[src/rtl/cfs_pkg.sv]
package cfs_pkg;
    localparam int HASH_BLK_WORDS = 16;
    localparam int AES_BLK_WORDS  = 4;
    localparam int CNT_W          = 11;
    localparam int CNT_LSB        = 16;
    localparam int EN_BIT         = 0;

    typedef enum logic [1:0] {
        ST_IDLE = 2'd0,
        ST_REQ  = 2'd1,
        ST_WAIT = 2'd2,
        ST_PUSH = 2'd3
    } seq_st_e;

    typedef enum logic {
        MODE_HASH = 1'b0,
        MODE_AES  = 1'b1
    } crypt_mode_e;

    typedef struct packed {
        logic             en;
        logic [CNT_W-1:0] cnt;
    } ctl_fields_t;

    function automatic int unsigned blk_words(crypt_mode_e m);
        return (m == MODE_AES) ? AES_BLK_WORDS : HASH_BLK_WORDS;
    endfunction

    function automatic logic [31:0] pack_ctl(ctl_fields_t f);
        logic [31:0] w;
        w = '0;
        w[EN_BIT] = f.en;
        w[CNT_LSB +: CNT_W] = f.cnt;
        return w;
    endfunction
endpackage

[src/rtl/cfs_addr_gen.sv]
module cfs_addr_gen #(
    parameter int ADDR_W = 32
) (
    input  logic              clk,
    input  logic              rst,
    input  logic              load,
    input  logic [ADDR_W-1:0] load_val,
    input  logic              step,
    output logic [ADDR_W-1:0] addr,
    output logic              misaligned
);
    localparam logic [ADDR_W-1:0] WORD_BYTES = ADDR_W'(4);

    always_ff @(posedge clk) begin
        if (rst) begin
            addr <= '0;
        end else if (load) begin
            addr <= load_val;
        end else if (step) begin
            addr <= addr + WORD_BYTES;
        end
    end

    assign misaligned = |addr[1:0];
endmodule

[src/rtl/cfs_blk_track.sv]
module cfs_blk_track
    import cfs_pkg::*;
#(
    parameter int PRE_W = 4
) (
    input  logic             clk,
    input  logic             rst,
    input  logic             cnt_load,
    input  logic [CNT_W-1:0] cnt_val,
    input  logic             start,
    input  crypt_mode_e      mode_in,
    input  logic [PRE_W-1:0] key_words,
    input  logic             word_done,
    output logic [CNT_W-1:0] cnt,
    output crypt_mode_e      mode_q,
    output logic             last_word,
    output logic             last_blk,
    output logic             blk_done
);
    localparam int WRD_W = $clog2(HASH_BLK_WORDS + (1 << PRE_W)) + 1;

    logic [WRD_W-1:0] wrem;
    logic [WRD_W-1:0] first_len;

    assign first_len = WRD_W'(blk_words(mode_in))
                     + ((mode_in == MODE_AES) ? WRD_W'(key_words) : '0);

    assign last_word = (wrem == WRD_W'(1));
    assign last_blk  = (cnt == CNT_W'(1));
    assign blk_done  = word_done && last_word;

    always_ff @(posedge clk) begin
        if (rst) begin
            cnt    <= '0;
            wrem   <= '0;
            mode_q <= MODE_HASH;
        end else begin
            if (cnt_load) begin
                cnt <= cnt_val;
            end else if (blk_done) begin
                cnt <= cnt - CNT_W'(1);
            end
            if (start) begin
                mode_q <= mode_in;
                wrem   <= first_len;
            end else if (word_done) begin
                wrem <= last_word ? WRD_W'(blk_words(mode_q)) : wrem - WRD_W'(1);
            end
        end
    end
endmodule

[src/rtl/cfs_seq_fsm.sv]
module cfs_seq_fsm
    import cfs_pkg::*;
(
    input  logic    clk,
    input  logic    rst,
    input  logic    start,
    input  logic    abort,
    input  logic    gnt,
    input  logic    rvalid,
    input  logic    rerr,
    input  logic    ready,
    input  logic    last_word,
    input  logic    last_blk,
    output seq_st_e state,
    output logic    word_done,
    output logic    bus_err
);
    seq_st_e nxt;

    always_comb begin
        nxt = state;
        case (state)
            ST_IDLE: if (start)  nxt = ST_REQ;
            ST_REQ:  if (gnt)    nxt = ST_WAIT;
            ST_WAIT: if (rvalid) nxt = rerr ? ST_IDLE : ST_PUSH;
            ST_PUSH: if (ready)  nxt = (last_word && last_blk) ? ST_IDLE : ST_REQ;
            default: nxt = ST_IDLE;
        endcase
        if (abort) nxt = ST_IDLE;
    end

    always_ff @(posedge clk) begin
        if (rst) state <= ST_IDLE;
        else     state <= nxt;
    end

    assign word_done = (state == ST_PUSH) && ready;
    assign bus_err   = (state == ST_WAIT) && rvalid && rerr && !abort;
endmodule

[src/rtl/cfs_fetch_seq.sv]
module cfs_fetch_seq
    import cfs_pkg::*;
#(
    parameter int ADDR_W = 32,
    parameter int DATA_W = 32,
    parameter int PRE_W  = 4
) (
    input  logic              clk,
    input  logic              rst,
    input  logic              ctl_we,
    input  logic [31:0]       ctl_wdata,
    output logic [31:0]       ctl_rdata,
    input  logic              addr_we,
    input  logic [ADDR_W-1:0] addr_wdata,
    input  logic              mode_aes,
    input  logic [PRE_W-1:0]  key_words,
    input  logic              err_clr,
    output logic              mem_req,
    output logic [ADDR_W-1:0] mem_addr,
    input  logic              mem_gnt,
    input  logic              mem_rvalid,
    input  logic [DATA_W-1:0] mem_rdata,
    input  logic              mem_rerr,
    output logic              out_valid,
    output logic [DATA_W-1:0] out_data,
    input  logic              out_ready,
    output logic              irq_digest,
    output logic              irq_block,
    output logic              err_flag
);
    seq_st_e          state;
    ctl_fields_t      wr_f;
    logic             en_q;
    logic             idle;
    logic             start_req, start, abort, misaligned;
    logic             word_done, bus_err;
    logic             last_word, last_blk, blk_done;
    logic [CNT_W-1:0] cnt;
    crypt_mode_e      mode_q;
    logic [DATA_W-1:0] data_q;
    logic             unused_ctl_bits;

    assign wr_f.en  = ctl_wdata[EN_BIT];
    assign wr_f.cnt = ctl_wdata[CNT_LSB +: CNT_W];
    assign unused_ctl_bits = ^{ctl_wdata[31:CNT_LSB+CNT_W], ctl_wdata[CNT_LSB-1:EN_BIT+1]};

    assign idle      = (state == ST_IDLE);
    assign start_req = ctl_we && wr_f.en && idle && (wr_f.cnt != '0);
    assign start     = start_req && !misaligned;
    assign abort     = ctl_we && !wr_f.en && !idle;

    cfs_addr_gen #(.ADDR_W(ADDR_W)) u_addr (
        .clk        (clk),
        .rst        (rst),
        .load       (addr_we && idle),
        .load_val   (addr_wdata),
        .step       (mem_req && mem_gnt),
        .addr       (mem_addr),
        .misaligned (misaligned)
    );

    cfs_blk_track #(.PRE_W(PRE_W)) u_track (
        .clk       (clk),
        .rst       (rst),
        .cnt_load  (ctl_we && idle),
        .cnt_val   (wr_f.cnt),
        .start     (start),
        .mode_in   (crypt_mode_e'(mode_aes)),
        .key_words (key_words),
        .word_done (word_done),
        .cnt       (cnt),
        .mode_q    (mode_q),
        .last_word (last_word),
        .last_blk  (last_blk),
        .blk_done  (blk_done)
    );

    cfs_seq_fsm u_fsm (
        .clk       (clk),
        .rst       (rst),
        .start     (start),
        .abort     (abort),
        .gnt       (mem_gnt),
        .rvalid    (mem_rvalid),
        .rerr      (mem_rerr),
        .ready     (out_ready),
        .last_word (last_word),
        .last_blk  (last_blk),
        .state     (state),
        .word_done (word_done),
        .bus_err   (bus_err)
    );

    always_ff @(posedge clk) begin
        if (rst) begin
            en_q       <= 1'b0;
            err_flag   <= 1'b0;
            data_q     <= '0;
            irq_digest <= 1'b0;
            irq_block  <= 1'b0;
        end else begin
            if (ctl_we) en_q <= wr_f.en;
            if (bus_err || (start_req && misaligned)) err_flag <= 1'b1;
            else if (err_clr)                         err_flag <= 1'b0;
            if (state == ST_WAIT && mem_rvalid && !mem_rerr) data_q <= mem_rdata;
            irq_block  <= blk_done && (mode_q == MODE_AES);
            irq_digest <= blk_done && last_blk && (mode_q == MODE_HASH);
        end
    end

    assign ctl_rdata = pack_ctl('{en: en_q, cnt: cnt});
    assign mem_req   = (state == ST_REQ);
    assign out_valid = (state == ST_PUSH);
    assign out_data  = data_q;
endmodule

[config.mk]
export PLATFORM = sky130hd
export DESIGN_NAME = cfs_fetch_seq
export DESIGN_NICKNAME = d
export VERILOG_FILES = /design/src/rtl/cfs_pkg.sv /design/src/rtl/cfs_addr_gen.sv /design/src/rtl/cfs_blk_track.sv /design/src/rtl/cfs_seq_fsm.sv /design/src/rtl/cfs_fetch_seq.sv
export SDC_FILE = /design/constraint.sdc
export NUM_CORES = 1
export LEC_CHECK = 0
export BUFFER_PORTS_ARGS = -buffer_cell sky130_fd_sc_hd__buf_2
export CAP_MARGIN = 20
export CORE_MARGIN = 2
export CORE_UTILIZATION = 47
export DETAILED_ROUTE_END_ITERATION = 16
export PLACE_DENSITY = 0.86
export SLEW_MARGIN = 20
export SYNTH_ARGS = -nofsm -noshare
export SYNTH_HDL_FRONTEND = slang
export SYNTH_SLANG_ARGS = --single-unit
[constraint.sdc]
create_clock -name clk -period 2.2 [get_ports clk]
set_clock_uncertainty 0.15 [all_clocks]
set_input_delay 0.33 -clock clk [delete_from_list [all_inputs] [get_ports clk]]
set_output_delay 0.33 -clock clk [all_outputs]
set_load 0.02 [all_outputs]
==> out/results.ini <==
[drt]
firstDrtPassIters = 5
routedWlPerCell_um = 14.7
via_per_inst = 5.55
final_antenna_net_count = 0
dr.first_iter.drc_count = 271
post-route-drc-count = 0
vias = 4900
wl_um = 12900

[place]
place_congestion = 0.924
hpwl_um = 9680
pre_cts_slack_ns = 0.0204
dp.cells = 867
portBuffers = 170
dpl_cell_area_um2 = 5550

[die]
row_count = 35
pin_count = 211
die_h_um = 102
start_util_pct = 48.7
dieArea_um2 = 10500
fp.coreArea_um2 = 9330
dieWidth_um = 102

[timing]
grt_setup_unrepaired = true
fin_crit_ns = 2.13
layout_setup_ws_ns = 0.0726
slew_violations = 0
tns_ns = 0
hold_viol_final = 0
relSlewSlack_pct = 60.2
fmax_ghz = 0.470
fin_crit_sh_pct = 96.7
setup_viol = 0
tightestPinTransition_ns = 0.596
fin_hold_ws_ns = 0.0550

[critical_path]
endpoint_kind = flip-flop
crit_type = reg -> reg
crit_fanout = 6
required_ns = 2.33
cp-start-kind = flip-flop
arrival_ns = 2.25

[final_layout]
antenna_cells = 0
synthToLayoutAreaGrowth_pct = 26.9
postLayoutCellArea_um2 = 5770
fin_util_pct = 61.8
finalNetCount = 865
final_cells = 883
final_common_cell = buf_2
drive_above_1_share_pct = 30.8
final_cell_mix = buf_2 (170), nand2_1 (105), dfxtp_1 (85), a21oi_1 (57), nor2_1 (42)
n_fill_cell = 808

[clock_tree]
cts_tree = done
clkTransAtPathRegs_ns = 0.09
cts-root-buf = clkbuf_8
cts_max_level = 3
cts_hold_buf = 0
worstSkewPairLatency_ns = 0.36
clock-sinks = 88
numCtsBuffers = 9
clk_path_buf_depth = 2

[global_route]
grt_pass1_wl_um = 20300
grt_antenna_before_repair = 1
grt_remaining_overflow = 0
grt_util_all_layers_pct = 24.0
grt_pass1_vias = 4593
grt_max_degree = 52

[synthesis]
netlist.top_cell.by_area = dfxtp_1
synth_warnings = 0
async_reset_ff_share_pct = 0
syn_inst = 577
synth_top_area_share_pct = 38.8
synthFlopType = dfxtp_1
synth.area.top_cells = dfxtp_1 (39%), nand2_1 (8.7%), a21oi_1 (6.3%)
netlist_area_um2 = 4540
yosysUniqueCellTypes = 66
synth_edf_count = 0
ys_seq_elements = 88
ys_seq_area_share_pct = 38.8
avgSynthCellArea_um2 = 7.87

[worst_hold_path]
worst_hold_path_type = in -> reg

[job]
drv_cap = 0

[power]
p_per_area_nw_per_um2 = 615
p_leak_nw = 2.48
power_mw = 3.55
ir_drop_uv = 391

[status]
outcome = finished, final reports clean

[final timing paths]
check,from,cells past startpoint,to,slack (ns)
setup / recovery,u_track.wrem[1],7,u_track.cnt[4],0.07
hold / removal,mem_rdata[27],3,out_data[27],0.06
setup reg to reg,u_track.wrem[1],7,u_track.cnt[4],0.07
hold reg to reg,out_data[19],2,out_data[19],0.31
[sequential cells by signal, summed over array words and instances (netlist names)]
signal,flops
u_track.mode_q,1
en_q,1
u_fsm.state,2
u_track.cnt,11
err_flag,1
u_track.wrem,6
irq_digest,1
irq_block,1
out_data,32
u_addr.addr,32
[critical path, stage by stage, from the launching register on]
cell	delay, ns
dfxtp_2	0.34
inv_2	0.07
ha_4	0.12
or4b_4	0.50
nor3_4	0.28
nand3_2	0.16
or2_0	0.24
a31oi_1	0.18
[report_power, final]
part | leakage (nW) | internal, mW | switching, mW
Clock | 0.0926 | 0.446 | 0.610
Sequential | 0.721 | 1.68 | 0.101
Combinational | 1.66 | 0.281 | 0.434
[Yosys cell counts, types with 2 or more instances]
cell      instances
o21ai_1           2
and3_1           12
nand2_1         105
or4_1             4
o311ai_1          2
a21oi_1          57
or2_0             3
xor2_1           10
a311o_1           2
and2_1            9
inv_1             9
and4_1            3
nand2b_1          4
ha_1              6
dfxtp_1          88
buf_4            21
mux2i_1           6
clkbuf_1         29
o31a_1            2
o211ai_1          3
a22o_1            2
nand3_1          27
o21ai_0          11
a22oi_1          12
nor2b_1           5
xnor2_1           6
a31oi_1           6
or3_1             5
nor2_1           43
nor4_1            7
or2_2             2
nand3b_1          4
nand4_1          11
a211oi_1         15
mux2_2            2
buf_2             2
a311oi_1          4
a221oi_1          2
nor3_1            7
[repair_timing]
action                                  in CTS  in global routing
setup buffers                                0                  0
endpoints found under the setup margin       0                 15
gates resized for setup                      0                 11
[routing by layer]
layer  part of all wire, %  GRT usage [%]  vias up
met3                   8.5           6.02       31
met4                   2.5           11.3        0
met1                    40           27.7     2268
li1                      -              -     2362
met5                     0              0        -
met2                    49           41.6      239
[cells by family (layout without fill, tap and decap cells)]
kind of cell	count (synthesis)	count (layout)	synth area share (%)
AO/OA/AOI/OAI	134	134	19.0
multiplexers	8	8	1.82
adder cells (fa/ha/maj)	6	6	1.65
other	1	20	0.0826
buffers and inverters	62	220	6.91
AND/OR/NAND/NOR	262	262	28.7
flip-flops	88	88	38.8
XOR/XNOR	16	16	3.09
[area by class of cell]
cell class	count	area, µm²	share of cell area [%]
multi-input combinational	446	2570	44.6
sequential	88	1770	30.6
tap	129	161	2.80
clock buffer	10	138	2.39
clock inverter	6	43.8	0.760
timing repair buffer	195	1050	18.3
inverter	9	33.8	0.586
Power figures use the tool's default switching activity.
